[config.mk]
export PLATFORM = sky130hd
export DESIGN_NAME = shf_barrel16
export DESIGN_NICKNAME = d
export VERILOG_FILES = /design/src/rtl/shf_pkg.sv /design/src/rtl/shf_bit_rev.sv /design/src/rtl/shf_fill_gen.sv /design/src/rtl/shf_right_core.sv /design/src/rtl/shf_barrel16.sv
export SDC_FILE = /design/constraint.sdc
export NUM_CORES = 1
export LEC_CHECK = 0
export BUFFER_PORTS_ARGS = -buffer_cell sky130_fd_sc_hd__buf_4
export CAP_MARGIN = 10
export CORE_ASPECT_RATIO = 1.75
export CORE_UTILIZATION = 40
export DETAILED_ROUTE_END_ITERATION = 12
export PLACE_DENSITY = 0.63
export SYNTH_ARGS = -nofsm -noshare
export SYNTH_HDL_FRONTEND = slang
export SYNTH_SLANG_ARGS = --single-unit
[constraint.sdc]
create_clock -name vclk -period 3
set_clock_uncertainty 0.15 [all_clocks]
set_input_delay 0.3 -clock vclk [all_inputs]
set_output_delay 0.3 -clock vclk [all_outputs]
set_load 0.005 [all_outputs]
[src/rtl/shf_pkg.sv]
package shf_pkg;

    parameter int unsigned SHF_W = 16;
    localparam int unsigned SHF_AW = $clog2(SHF_W);

    typedef enum logic [2:0] {
        SHF_ASR  = 3'd0,
        SHF_LSR  = 3'd1,
        SHF_LSL  = 3'd2,
        SHF_ROR  = 3'd3,
        SHF_ROL  = 3'd4,
        SHF_RCR  = 3'd5,
        SHF_RCL  = 3'd6,
        SHF_PASS = 3'd7
    } shf_mode_e;

endpackage

[src/rtl/shf_bit_rev.sv]
module shf_bit_rev #(
    parameter int unsigned W = 16
) (
    input  logic [W-1:0] din,
    input  logic         en,
    output logic [W-1:0] dout
);
    logic [W-1:0] flipped;

    for (genvar i = 0; i < W; i++) begin : g_flip
        assign flipped[i] = din[W-1-i];
    end

    assign dout = en ? flipped : din;
endmodule

[src/rtl/shf_fill_gen.sv]
module shf_fill_gen
    import shf_pkg::*;
#(
    parameter int unsigned W = 16
) (
    input  shf_mode_e    mode,
    input  logic [W-1:0] operand,
    input  logic         carry_in,
    output logic [W-1:0] fill
);
    always_comb begin
        unique case (mode)
            SHF_ASR:          fill = {W{operand[W-1]}};
            SHF_LSR, SHF_LSL: fill = '0;
            SHF_ROR, SHF_ROL: fill = operand;
            SHF_RCR, SHF_RCL: fill = {{(W-1){1'b0}}, carry_in};
            SHF_PASS:         fill = '0;
        endcase
    end
endmodule

[src/rtl/shf_right_core.sv]
module shf_right_core #(
    parameter int unsigned W  = 16,
    parameter int unsigned AW = $clog2(W)
) (
    input  logic [W-1:0]  din,
    input  logic [W-1:0]  fill,
    input  logic [AW-1:0] amt,
    output logic [W-1:0]  dout
);
    localparam int unsigned CW = 2 * W;

    logic [CW-1:0] stage [0:AW];

    assign stage[0] = {fill, din};

    for (genvar s = 0; s < AW; s++) begin : g_stage
        assign stage[s+1] = amt[s] ? (stage[s] >> (1 << s)) : stage[s];
    end

    assign dout = stage[AW][W-1:0];

    always_comb begin
        if (amt == '0) begin
            AST_CORE_IDENTITY: assert (dout == din);
        end
    end
endmodule

[src/rtl/shf_barrel16.sv]
module shf_barrel16
    import shf_pkg::*;
#(
    parameter  int unsigned W  = SHF_W,
    localparam int unsigned AW = $clog2(W)
) (
    input  logic [W-1:0]  data_in,
    input  logic [AW-1:0] shift_amt,
    input  logic [2:0]    mode,
    input  logic          carry_in,
    output logic [W-1:0]  data_out,
    output logic          carry_out
);
    shf_mode_e     op_mode;
    logic          is_left;
    logic          is_carry_rot;
    logic          is_rotate;
    logic [AW-1:0] eff_amt;
    logic [W-1:0]  operand;
    logic [W-1:0]  fill;
    logic [W-1:0]  core_out;

    assign op_mode      = shf_mode_e'(mode);
    assign is_left      = (op_mode == SHF_LSL) || (op_mode == SHF_ROL) || (op_mode == SHF_RCL);
    assign is_carry_rot = (op_mode == SHF_RCR) || (op_mode == SHF_RCL);
    assign is_rotate    = (op_mode == SHF_ROR) || (op_mode == SHF_ROL);

    always_comb begin
        if (op_mode == SHF_PASS) begin
            eff_amt = '0;
        end else if (is_carry_rot) begin
            eff_amt = {{(AW-1){1'b0}}, |shift_amt};
        end else begin
            eff_amt = shift_amt;
        end
    end

    shf_bit_rev #(.W(W)) i_rev_in (
        .din  (data_in),
        .en   (is_left),
        .dout (operand)
    );

    shf_fill_gen #(.W(W)) i_fill (
        .mode     (op_mode),
        .operand  (operand),
        .carry_in (carry_in),
        .fill     (fill)
    );

    shf_right_core #(.W(W), .AW(AW)) i_core (
        .din  (operand),
        .fill (fill),
        .amt  (eff_amt),
        .dout (core_out)
    );

    shf_bit_rev #(.W(W)) i_rev_out (
        .din  (core_out),
        .en   (is_left),
        .dout (data_out)
    );

    assign carry_out = (is_carry_rot && (eff_amt != '0)) ? operand[0] : carry_in;

    always_comb begin
        if (shift_amt == '0 || op_mode == SHF_PASS) begin
            AST_ZERO_PASS: assert (data_out == data_in && carry_out == carry_in);
        end
        if (!is_carry_rot) begin
            AST_CARRY_HOLD: assert (carry_out == carry_in);
        end
        if (is_rotate) begin
            AST_ROT_KEEPS_ONES: assert ($countones(data_out) == $countones(data_in));
        end
        if (is_carry_rot) begin
            AST_RC_KEEPS_ONES: assert ($countones({data_out, carry_out}) == $countones({data_in, carry_in}));
        end
        if (op_mode == SHF_ASR) begin
            AST_ASR_SIGN: assert (data_out[W-1] == data_in[W-1]);
        end
        if (op_mode == SHF_LSL && shift_amt != '0) begin
            AST_LSL_LOW_ZERO: assert (data_out[0] == 1'b0);
        end
    end
endmodule

**After elaboration in Yosys (flattened, before gate mapping)**

Cells that the tools add are included.

- Register bits: 0
- Input bits: 24

- Equal/unequal tests: 7
- Muxes and demuxes: 10
- Reductions and logical operators: 10

Operators by type and width:

| cell | count |
|---|---|
| $pmux W15 S4 | 1 |
| $mux W16 | 3 |
| $mux W30 | 1 |
| $mux W28 | 1 |
| $mux W24 | 1 |
| $eq A3 B3 Y1 const B | 4 |
| $mux W4 | 2 |
| $eq A3 B2 Y1 const B | 2 |
| $reduce_bool A4 Y1 | 1 |
| $reduce_or A2 Y1 | 2 |
| $reduce_or A4 Y1 | 1 |
| $eq A3 B1 Y1 const B | 1 |
| $logic_not A3 Y1 | 1 |
| $logic_or A1 B1 Y1 | 3 |
| $reduce_or A3 Y1 | 1 |
| $logic_and A1 B1 Y1 | 1 |
| $mux W1 | 1 |

**Logic depth before layout (Yosys ltp)**

Gate-level depths: netlist of the first run.

- Word-level depth: 10
- Depth in mapped cells: 10
- Mapped depth without buffers: 7

**Cells and area by module**

From an unflattened synthesis of the first run, not the netlist that was laid out.

- Cell total of the unflattened synthesis: 166
- Area total of the unflattened synthesis: 1,770.4 µm²

By module, submodules not included:

| module | cells an instance | area an instance (µm²) | sequential area each (µm²) | times used |
|---|---|---|---|---|
| shf_right_core | 59 | 832.0 | 0.0 | 1 |
| shf_bit_rev | 18 | 249.0 | 0.0 | 2 |
| shf_fill_gen | 58 | 346.6 | 0.0 | 1 |
| shf_barrel16 | 13 | 93.8 | 0.0 | 1 |

**Least setup slack after synthesis of the first run**

OpenSTA, ideal clock, no wires.

- Path kind: input -> output
- From: in shift_amt[2]
- To: out data_out[2]
- Arrival: 2,126 ps
- Stages: 8
- Path slack: 424 ps
- Cell sequence: buf_2 > or4_4 > o211ai_2 > mux4_2 > o22ai_1 > nor4b_2 > a211oi_1 > a21oi_1

- Word-level cells in the longest chain between the ends: 8

RTL lines:

| what | RTL line | source |
|---|---|---|
| start: declaration | shf_barrel16.sv:8 | `input logic [AW-1:0] shift_amt,` |
| $reduce_or A4 Y1 | shf_barrel16.sv:32 | `eff_amt = {{(AW-1){1'b0}}, \|shift_amt};` |
| $mux W4 * | shf_barrel16.sv:31 | `end else if (is_carry_rot) begin` |
| $mux W4 * | shf_barrel16.sv:29 | `if (op_mode == SHF_PASS) begin` |
| $mux W30 | shf_right_core.sv:17 | `assign stage[s+1] = amt[s] ? (stage[s] >> (1 << s)) : stage[s];` |
| $mux W28 | shf_right_core.sv:17 |  |
| $mux W24 * | shf_right_core.sv:17 |  |
| $mux W16 * | shf_right_core.sv:17 |  |
| $mux W16 * | shf_bit_rev.sv:14 | `assign dout = en ? flipped : din;` |
| end: declaration | shf_barrel16.sv:11 | `output logic [W-1:0] data_out,` |

Mark *: on every way between the ends. The rest lies on a longest branch, timed or not.

**Worst setup path in the final report of the first run**

- From: in mode[1]
- To: out data_out[8]

- Word-level cells in the longest chain between the ends: 10

RTL lines:

| what | RTL line | source |
|---|---|---|
| start: declaration | shf_barrel16.sv:9 | `input logic [2:0] mode,` |
| $eq A3 B2 Y1 / $eq A3 B3 Y1 (equally long branches) | shf_fill_gen.sv:12, shf_barrel16.sv:24 |  |
| $logic_or A1 B1 Y1 (2 in a row) | shf_barrel16.sv:24 | `assign is_left = (op_mode == SHF_LSL) \|\| (op_mode == SHF_ROL) \|\| (op_mode == SHF_RCL);` |
| $mux W16 | shf_bit_rev.sv:14 |  |
| $pmux W15 S4 | shf_fill_gen.sv:12 | `unique case (mode)` |
| $mux W30 | shf_right_core.sv:17 |  |
| $mux W28 | shf_right_core.sv:17 |  |
| $mux W24 | shf_right_core.sv:17 |  |
| $mux W16 | shf_right_core.sv:17 |  |
| $mux W16 * | shf_bit_rev.sv:14 |  |

Marks and branches as above.

==> flow_summary.rst, run 1 <==
.. list-table::
   :header-rows: 1

   * - Metric
     - Value
   * - Min-delay worst type
     - in2out
   * - Vias in the first global route
     - 2786
   * - Initial antenna violation count
     - 0
   * - Slack of the critical path
     - 15.01 ps
   * - Final routed wire length divided by cell count
     - 21.14 um
   * - Highest metal used
     - met4
   * - Cell Count Post-Placement
     - 445
   * - Count of TritonRoute iterations in the first routing pass
     - 6
   * - Total routing resource utilization after global routing
     - 32.52%
   * - Average vias per placed instance
     - 6.669
   * - Final HPWL from detailed placement
     - 7603 um
   * - Met2 layer wire length in the routed design
     - 4850 um
   * - Number of nets at the end of the flow
     - 405
   * - Status
     - finished, final reports clean
   * - Worst slew pin tran
     - 595.1 ps
   * - Max Freq
     - 335.0 MHz
   * - Relative slew slack
     - 60.23%
   * - Ratio of cells with drive above 1 in the final layout
     - 41.42%
   * - Proportion of synthesized chip area in sequential cells
     - 0%
   * - Total via count after detailed routing
     - 3021
   * - Wire length of the first global-routing pass
     - 14770 um
   * - Met3 WL post-DR
     - 675 um
   * - Power per cell area
     - 236.0 mW/mm^2
   * - Worst Setup Slack post-DPL
     - -94.25 ps
   * - Nature of the critical path startpoint
     - primary input
   * - Max-Cap Viols
     - 0
   * - Initial Util
     - 41.63%
   * - Number of top-level design ports
     - 41
   * - Pin count of the biggest net entering global routing
     - 19
   * - Detailed Route WL
     - 9575 um
   * - Number of setup violations in the final report
     - 0
   * - Final number of hold-violating endpoints
     - 0
   * - Number of nets in the synthesized netlist
     - 324
   * - Count of routing violations after the opening detailed-route iteration
     - 172
   * - WHS
     - 753.3 ps
   * - Number of clock-tree buffers in the layout
     - 0
   * - Mean post-synth cell area
     - 7.353 sq um
   * - Total power consumption of the routed design
     - 723.9 uW
   * - Fin crit share
     - 99.50%
   * - Data required time of the critical path
     - 2550 ps
   * - Register area
     - 0 sq um
   * - Final Slew Violations
     - 0
   * - I/O Buffers
     - 41
   * - Largest fanout of any net on the critical path
     - 6
   * - Gpl congestion
     - 1.006
   * - Kind of critical path
     - in2out
   * - Layout overhead on the synthesized area
     - 39.02%
   * - Aggregate global routing overflow
     - 0
   * - Num rows
     - 35
   * - Setup Total Neg Slack
     - 0 ps
   * - Capturing element type of the critical path
     - output port
   * - Leakage power
     - 1.254 nW
   * - M1 wire length
     - 3337 um
   * - DRC errors left
     - 0
   * - Netlist Area Pre-Place
     - 0.002206 sq mm
   * - Number of diodes added for antenna fixing
     - 0
   * - Count of mapped cells out of synthesis
     - 300
   * - RSZ-0062 raised after global routing
     - yes
   * - Largest vdd supply drop
     - 0.1191 mV
   * - Core Area
     - 0.005299 sq mm
   * - Die outline width
     - 58.14 um
   * - Hold buffer count at CTS
     - 0
   * - Worst path arrival time
     - 2530 ps
   * - Minimum period implied by the final worst setup slack
     - 2985 ps
   * - Cell Count, Final, Fillers Out
     - 453
   * - Count of synthesis-stage warnings from yosys
     - 0
   * - Die H
     - 100.2 um
   * - Yosys cell types
     - 63
   * - Seq Cell Count
     - 0
   * - Area of the die
     - 0.005827 sq mm
   * - Final antenna-violating net count
     - 0
-- repair_timing --
action / CTS / global route
resized for setup: 3 / 21
pin swaps: 0 / 2
gates cloned: 0 / 1
setup endpoints to repair: 9 / 16
buffers inserted: 0 / 7
-- stage by stage --
stage	cell area (sq um)	utilization (%)
3_3_place_gp	2897	54.66
2_1_floorplan	2206	-
5_1_grt	3067	57.87
4_1_cts	2915	55.02
3_5_place_dp	2897	54.66
6_report	3067	57.87
-- metal layers --
metal	vias to the layer above	track usage (%)
met1	1395	37.77
met3	52	1.933
met2	209	57.56
li1	1365	-
met4	0	18.32
met5	-	0
-- kinds of logic (layout without fill, tap and decap cells) --
kind of cell,Yosys count,after routing,synth area share [%]
buffers and inverters,32,110,9.074
AO/OA/AOI/OAI,119,120,38.46
AND/OR/NAND/NOR,103,103,22.35
multiplexers,45,45,29.72
XOR/XNOR,1,1,0.3971
-- worst max-delay path, stage by stage --
cell and delay [ps]:
buf_4 150, o21a_4 250, buf_4 160, nor2_4 110
buf_4 150, mux4_2 400, mux4_2 530, nor2_1 120
a41o_1 130, mux2i_1 80, buf_4 140
-- area by class of cell --
type | count | area [sq um]
Tap cell | 74 | 92.59
Fill cell | 497 | 2232
Multi-Input combinational cell | 269 | 2116
Timing Repair Buffer | 108 | 847.1
Inverter | 2 | 11.26
-- path summary, 6_finish.rpt --
path / depth (start not counted) / startpoint / end / slack (ps)
setup / recovery: 11 / mode[1] / data_out[8] / 20
hold / removal: 4 / carry_in / carry_out / 750
-- synthesized netlist by cell type, types with 2 or more instances --
library cell | n | area [sq um]
nand2_1 | 39 | 146.4
a21oi_1 | 28 | 140.1
mux2i_1 | 22 | 220.2
nor2_1 | 21 | 78.83
mux4_2 | 14 | 315.3
nand3_1 | 14 | 70.07
o21ai_0 | 14 | 70.07
a211oi_1 | 11 | 82.58
a22oi_1 | 10 | 75.07
buf_2 | 10 | 50.05
nor3_1 | 9 | 45.04
buf_4 | 6 | 45.04
clkbuf_1 | 6 | 22.52
mux2_2 | 6 | 67.56
o211ai_1 | 6 | 45.04
buf_6 | 5 | 56.30
o22ai_1 | 5 | 31.28
a31oi_1 | 4 | 25.02
nor4_1 | 4 | 25.02
o21ai_1 | 4 | 20.02
a221oi_1 | 3 | 26.28
a311oi_1 | 3 | 26.28
a32oi_1 | 3 | 26.28
and3b_1 | 3 | 26.28
nand4_1 | 3 | 18.77
a2111oi_2 | 2 | 30.03
a211oi_2 | 2 | 25.02
a21boi_0 | 2 | 15.01
a21oi_2 | 2 | 17.52
a22o_1 | 2 | 17.52
clkbuf_4 | 2 | 15.01
nand3b_1 | 2 | 15.01
o211a_1 | 2 | 20.02
o21a_1 | 2 | 15.01
-- power breakdown --
part,internal (mW),switching [mW]
clock,0,0
combinational,0.345,0.379
sequential,0,0
total,0.345,0.379
-- placed cells by master (no fill, tap or decap), types with 8 or more instances in the layout --
master and count:
nor2_1 19, a22oi_1 8, nand3_1 13, a211oi_1 11
buf_4 103, o21ai_0 14, a21oi_1 28, mux2i_1 21
nor3_1 9, nand2_1 39, mux4_2 14
No activity file was read; power rests on OpenSTA's default activity.
==> inputs of run 2 (changes only) <==
Settings changed: PLACE_DENSITY 0.63 to 0.65.
Clock period 3 ns to 2.6 ns, I/O delays scaled along.
==> run 2 against run 1 <==
Net effect: the flow now finishes with violations (negative setup slack); worst setup slack got worse by 170 ps; worst hold slack worse by 74 ps; combinational power up 31%; total power increased by 32%; via count increased by 4.8%; core utilization up 9.1 points; cell count up 6.4%; routed wire length grew 5.9%; die area did not move; critical path type unchanged; largest cell class unchanged; largest power group unchanged.
==> flow_summary.rst, run 2 (synthesis gave the netlist of run 1 again) <==
.. list-table::
   :header-rows: 1

   * - Metric
     - Value
   * - Status
     - finished, violations left
   * - Violated checks
     - negative setup slack
   * - Worst Setup Slack post-DPL
     - -323.3 ps (-229.1 ps)
   * - Part of the power in registers
     - 0% (unchanged)
   * - Number of clock-tree buffers in the layout
     - 0 (unchanged)
   * - Util after Layout
     - 66.99% (+9.1 points)
   * - Gpl congestion
     - 1.022 (+1.6%)
   * - Final antenna-violating net count
     - 0 (unchanged)
   * - Number of nets at the end of the flow
     - 434 (+7.2%)
   * - Slack of the critical path
     - -157.1 ps (-172.1 ps)
   * - Critical-path top delay cell
     - or4_4
   * - Internal cell power
     - 468.0 uW (+36%)
   * - Core Area
     - 0.005299 sq mm (unchanged)
   * - Largest fanout of any net on the critical path
     - 7 (+1)
   * - Total routing resource utilization after global routing
     - 35.32% (+2.8 points)
   * - Post-Place Cell Area
     - 0.003092 sq mm (+6.7%)
   * - Start point of the critical path
     - shift_amt[0]
   * - Share of power burned in combinational logic
     - 100.0% (about the same)
   * - Die H
     - 100.2 um (unchanged)
   * - Die outline width
     - 58.14 um (unchanged)
   * - I/O Buffers
     - 41 (unchanged)
   * - Minimum period implied by the final worst setup slack
     - 2757 ps
   * - Num rows
     - 35 (unchanged)
   * - Switching part of the total
     - 50.84% (-1.5 points)
   * - Cell Count, Final, Fillers Out
     - 482 (+6.4%)
   * - Worst path arrival time
     - 2350 ps (-180 ps)
   * - Wire length of the first global-routing pass
     - 15950 um (+8.0%)
   * - Crit path max-delay family
     - compound AO/OA/AOI/OAI gates
   * - Nature of the critical path startpoint
     - primary input
   * - Initial antenna violation count
     - 0 (unchanged)
   * - Critical Path Most Common Cell
     - buf_4
   * - Critical path's largest stage delay
     - 570 ps (+40 ps)
   * - Final HPWL from detailed placement
     - 7894 um (+3.8%)
   * - Pin count of the biggest net entering global routing
     - 16 (-3)
   * - Launch point of the worst hold path
     - carry_in
   * - Vias in the first global route
     - 3055 (+9.7%)
   * - Number of setup violations in the final report
     - 16 (+16)
   * - Area of the die
     - 0.005827 sq mm (unchanged)
   * - Chain of cells forming the critical path
     - buf_6 > or4_4 > o211ai_4 > buf_4 > mux4_1 > o22ai_2 > nor4b_2 > a211oi_2 > o21ai_1 > buf_4
   * - Final Slew Violations
     - 0 (unchanged)
   * - Kind of critical path
     - in2out
   * - Average vias per placed instance
     - 6.571 (-1.5%)
   * - Ratio of cells with drive above 1 in the final layout
     - 54.17% (+13 points)
   * - Number of diodes added for antenna fixing
     - 0 (unchanged)
   * - Max-Cap Viols
     - 0 (unchanged)
   * - Min-delay worst type
     - in2out
   * - Number of buffers and inverters on the critical path
     - 3 (-1)
   * - Total via count after detailed routing
     - 3167 (+4.8%)
   * - Most common cell after layout, fill and taps aside
     - buf_4
   * - Leakage power
     - 1.445 nW (+15%)
   * - Worst hold path stage count
     - 4 (unchanged)
   * - Final number of hold-violating endpoints
     - 0 (unchanged)
   * - Final routed wire length divided by cell count
     - 21.04 um (-0.47%)
   * - Endpoint with the worst hold slack
     - carry_out
   * - Count of TritonRoute iterations in the first routing pass
     - 7 (+1)
   * - Initial Util
     - 41.63% (unchanged)
   * - Fin crit share
     - 106.0%
   * - Power per cell area
     - 268.2 mW/mm^2 (+14%)
   * - Layout overhead on the synthesized area
     - 60.92%
   * - Number of top-level design ports
     - 41 (unchanged)
   * - Capturing element type of the critical path
     - output port
   * - RSZ-0062 raised after global routing
     - yes
   * - Switching power of the nets
     - 484.0 uW (+28%)
   * - Clock power share
     - 0% (unchanged)
   * - Post-layout instance area
     - 0.003550 sq mm (+16%)
   * - Seq Cell Count
     - 0 (unchanged)
   * - Detailed Route WL
     - 10140 um (+5.9%)
   * - Data required time of the critical path
     - 2190 ps (-360 ps)
   * - Largest vdd supply drop
     - 0.1422 mV (+19%)
   * - Total power consumption of the routed design
     - 952.0 uW (+32%)
   * - Max Freq
     - 362.7 MHz
   * - DRC errors left
     - 0 (unchanged)
   * - Register area
     - 0 sq um (unchanged)
   * - Worst slew pin tran
     - 435.1 ps (-160.0 ps)
   * - Cell Count Post-Placement
     - 472 (+6.1%)
   * - Most frequent cells in the layout
     - buf_4 (119), nand2_1 (36), a21oi_1 (21)
   * - Count of routing violations after the opening detailed-route iteration
     - 177 (+2.9%)
   * - Aggregate global routing overflow
     - 0 (unchanged)
   * - Relative slew slack
     - 70.77% (+11 points)
==> run 2: layout make-up <==
| class | count | area (sq um) |
|---|---|---|
| tap | 74 | 92.59 |
| fill | 457 | 1749 |
| multi-input combinational | 268 | 2316 |
| timing repair buffer | 138 | 1134 |
| inverter | 2 | 7.507 |
==> run 2: how the worst max path moves through the flow <==
stage / depth (start not counted) / end / slack (ps)
finish: 10 / data_out[13] / -160
global route: 10 / data_out[1] / -230
CTS: 10 / data_out[10] / -150
detailed placement: 11 / data_out[10] / -320
global placement: 9 / data_out[2] / -280
floorplan: 8 / data_out[2] / 100
==> run 2: power by group through the flow <==
stage | sequential [mW] | combinational (mW) | clock, mW
floorplan | 0 | 0.442 | 0
global placement | 0 | 0.789 | 0
detailed placement | 0 | 0.796 | 0
CTS | 0 | 0.871 | 0
global route | 0 | 1.01 | 0
finish | 0 | 0.952 | 0
==> run 2: stage by stage <==
stage	hold WS, ps	TNS [ps]
after detailed placement	677.3	-4048
after floorplan	474.0	0
after global placement	665.6	-3758
after CTS	678.2	-1835
final	679.4	-1995
after global routing	724.7	-3115
==> run 2: what timing repair did <==
action / 4_1_cts / 5_1_grt
setup buffers: 6 / 4
gates cloned: 0 / 0
gates resized for setup: 48 / 36
hold buffers: 0 / 0
endpoints found under the setup margin: 16 / 16
pin swaps: 15 / 20
==> run 2: per-layer routing <==
layer  GRT usage, %  share of wire (%)  vias up
met1          39.49                 34     1480
met2          63.31                 53      199
li1               -                  -     1426
met3          2.191                5.8       62
met4          21.61                7.1        0
met5              0                  0        -
==> inputs of run 3 (changes only) <==
Settings changed: PLACE_DENSITY 0.65 to 0.59.
==> run 3 against run 2 <==
Net effect: the flow still finishes with violations (negative setup slack); global-route usage decreased by 0.29 points; routed wire length grew 0.56%; worst setup slack lost 25 ps; critical path depth shrank 1; non-clock buffer count rose by 5; sequential cell count unchanged; critical endpoint is now data_out[12].
==> flow_summary.rst, run 3 (synthesis gave the netlist of run 1 again) <==
.. list-table::
   :header-rows: 1

   * - Metric
     - Value
   * - Aggregate global routing overflow
     - 0 (unchanged)
   * - Fin crit share
     - 107.0% (+0.97 points)
   * - Die H
     - 100.2 um (unchanged)
   * - Total via count after detailed routing
     - 3179 (+0.38%)
   * - Initial Util
     - 41.63% (unchanged)
   * - Worst slew pin tran
     - 621.5 ps (+186.3 ps)
   * - Final antenna-violating net count
     - 0 (unchanged)
   * - Gpl congestion
     - 1.032 (+1.0%)
   * - Post-layout instance area
     - 0.003707 sq mm (+4.4%)
   * - Nature of the critical path startpoint
     - primary input
   * - Core Area
     - 0.005299 sq mm (unchanged)
   * - Num rows
     - 35 (unchanged)
   * - Power per cell area
     - 267.5 mW/mm^2 (-0.26%)
   * - Worst hold path stage count
     - 4 (unchanged)
   * - Kind of critical path
     - in2out
   * - Max-Cap Viols
     - 0 (unchanged)
   * - Average vias per placed instance
     - 6.528 (-0.65%)
   * - Area used by multi-input combinational logic
     - 0.002355 sq mm (+1.7%)
   * - Most common cell after layout, fill and taps aside
     - buf_4
   * - Post-Place Cell Area
     - 0.003117 sq mm (+0.81%)
   * - Final-layout fill cell count
     - 440 (-3.7%)
   * - WHS
     - 663.7 ps (-15.73 ps)
   * - Register area
     - 0 sq um (unchanged)
   * - Count of routing violations after the opening detailed-route iteration
     - 151 (-15%)
   * - Slack of the critical path
     - -182.3 ps (-25.19 ps)
   * - Max Freq
     - 359.4 MHz (-0.91%)
   * - Worst path arrival time
     - 2370 ps (+20 ps)
   * - Largest vdd supply drop
     - 0.1512 mV (+6.3%)
   * - Number of nets at the end of the flow
     - 439 (+1.2%)
   * - Die outline width
     - 58.14 um (unchanged)
   * - Number of diodes added for antenna fixing
     - 0 (unchanged)
   * - Wire length of the first global-routing pass
     - 15930 um (-0.17%)
   * - Number of setup violations in the final report
     - 16 (unchanged)
   * - Capturing element type of the critical path
     - output port
   * - Pin count of the biggest net entering global routing
     - 19 (+3)
   * - Area of the die
     - 0.005827 sq mm (unchanged)
   * - Number of clock-tree buffers in the layout
     - 0 (unchanged)
   * - Initial antenna violation count
     - 0 (unchanged)
   * - RSZ-0062 raised after global routing
     - yes
   * - Seq Cell Count
     - 0 (unchanged)
   * - Detailed Route WL
     - 10200 um (+0.56%)
   * - Number of top-level design ports
     - 41 (unchanged)
   * - Ratio of cells with drive above 1 in the final layout
     - 55.45% (+1.3 points)
   * - Total routing resource utilization after global routing
     - 35.03% (-0.29 points)
   * - Data required time of the critical path
     - 2190 ps (about the same)
   * - Final HPWL from detailed placement
     - 7707 um (-2.4%)
   * - Min-delay worst type
     - in2out
   * - Endpoint with the worst hold slack
     - carry_out
   * - Minimum period implied by the final worst setup slack
     - 2782 ps (+25.19 ps)
   * - Final number of hold-violating endpoints
     - 0 (unchanged)
   * - Most frequent cells in the layout
     - buf_4 (117), nand2_1 (34), a21oi_1 (24)
   * - Status
     - finished, violations left
   * - Vias in the first global route
     - 3141 (+2.8%)
   * - Launch point of the worst hold path
     - carry_in
   * - Count of TritonRoute iterations in the first routing pass
     - 5 (-2)
   * - Largest fanout of any net on the critical path
     - 5 (-2)
   * - Leakage power
     - 1.502 nW (+3.9%)
   * - Final Slew Violations
     - 0 (unchanged)
   * - Relative slew slack
     - 58.13% (-13 points)
   * - Violated checks
     - negative setup slack
   * - Final routed wire length divided by cell count
     - 20.94 um (-0.47%)
   * - DRC errors left
     - 0 (unchanged)
   * - Layout overhead on the synthesized area
     - 68.07%
   * - I/O Buffers
     - 41 (unchanged)
[run 3: worst max path at each step]
stage	from	end	slack [ps]
CTS	shift_amt[3]	data_out[12]	-170
detailed placement	mode[2]	data_out[10]	-330
global placement	shift_amt[1]	data_out[13]	-300
global route	mode[2]	data_out[14]	-270
floorplan	shift_amt[2]	data_out[2]	100
finish	shift_amt[0]	data_out[12]	-180
[run 3: area by class of cell]
cell class | instances | area share (%)
Multi-Input combinational cell | 268 | 63.52
Timing Repair Buffer | 143 | 33.75
Tap cell | 74 | 2.497
Inverter | 2 | 0.2362
[run 3: per-stage QoR]
step	utilization [%]	instances	TNS [ps]	setup WS [ps]	total power, mW
floorplan	-	300	0	104.0	0.4420
finish	69.96	487	-2019	-182.3	0.9917
global placement	58.82	472	-3638	-300.1	0.7967
global route	69.96	487	-3409	-267.0	1.046
CTS	66.82	484	-1526	-169.9	0.9215
detailed placement	58.82	472	-4163	-325.0	0.8041
[run 3: critical path, stage by stage]
cell,delay (ps)
buf_6,90
or4_4,570
o211ai_4,140
mux4_2,400
buf_6,160
a2111o_1,370
a22oi_2,140
mux2i_1,100
buf_4,150
[run 3: repair_timing]
item | CTS | global route
setup endpoints to repair | 16 | 16
hold buffers | 0 | 0
pin swaps | 26 | 20
resized for setup | 73 | 28
setup buffers | 11 | 3
gates cloned | 1 | 0
[run 3: power breakdown]
group | switching (mW) | leakage (nW) | internal, mW | total, mW
Combinational | 0.497 | 1.50 | 0.494 | 0.992
Clock | 0 | 0 | 0 | 0
Sequential | 0 | 0 | 0 | 0
[run 3: metal layers]
metal  track usage, %  up-vias  share of wire, %
met3            3.222       63               6.6
met5                0        -                 0
met4            21.43        0               6.7
li1                 -     1427                 -
met1            38.28     1484                34
met2            63.04      205                53
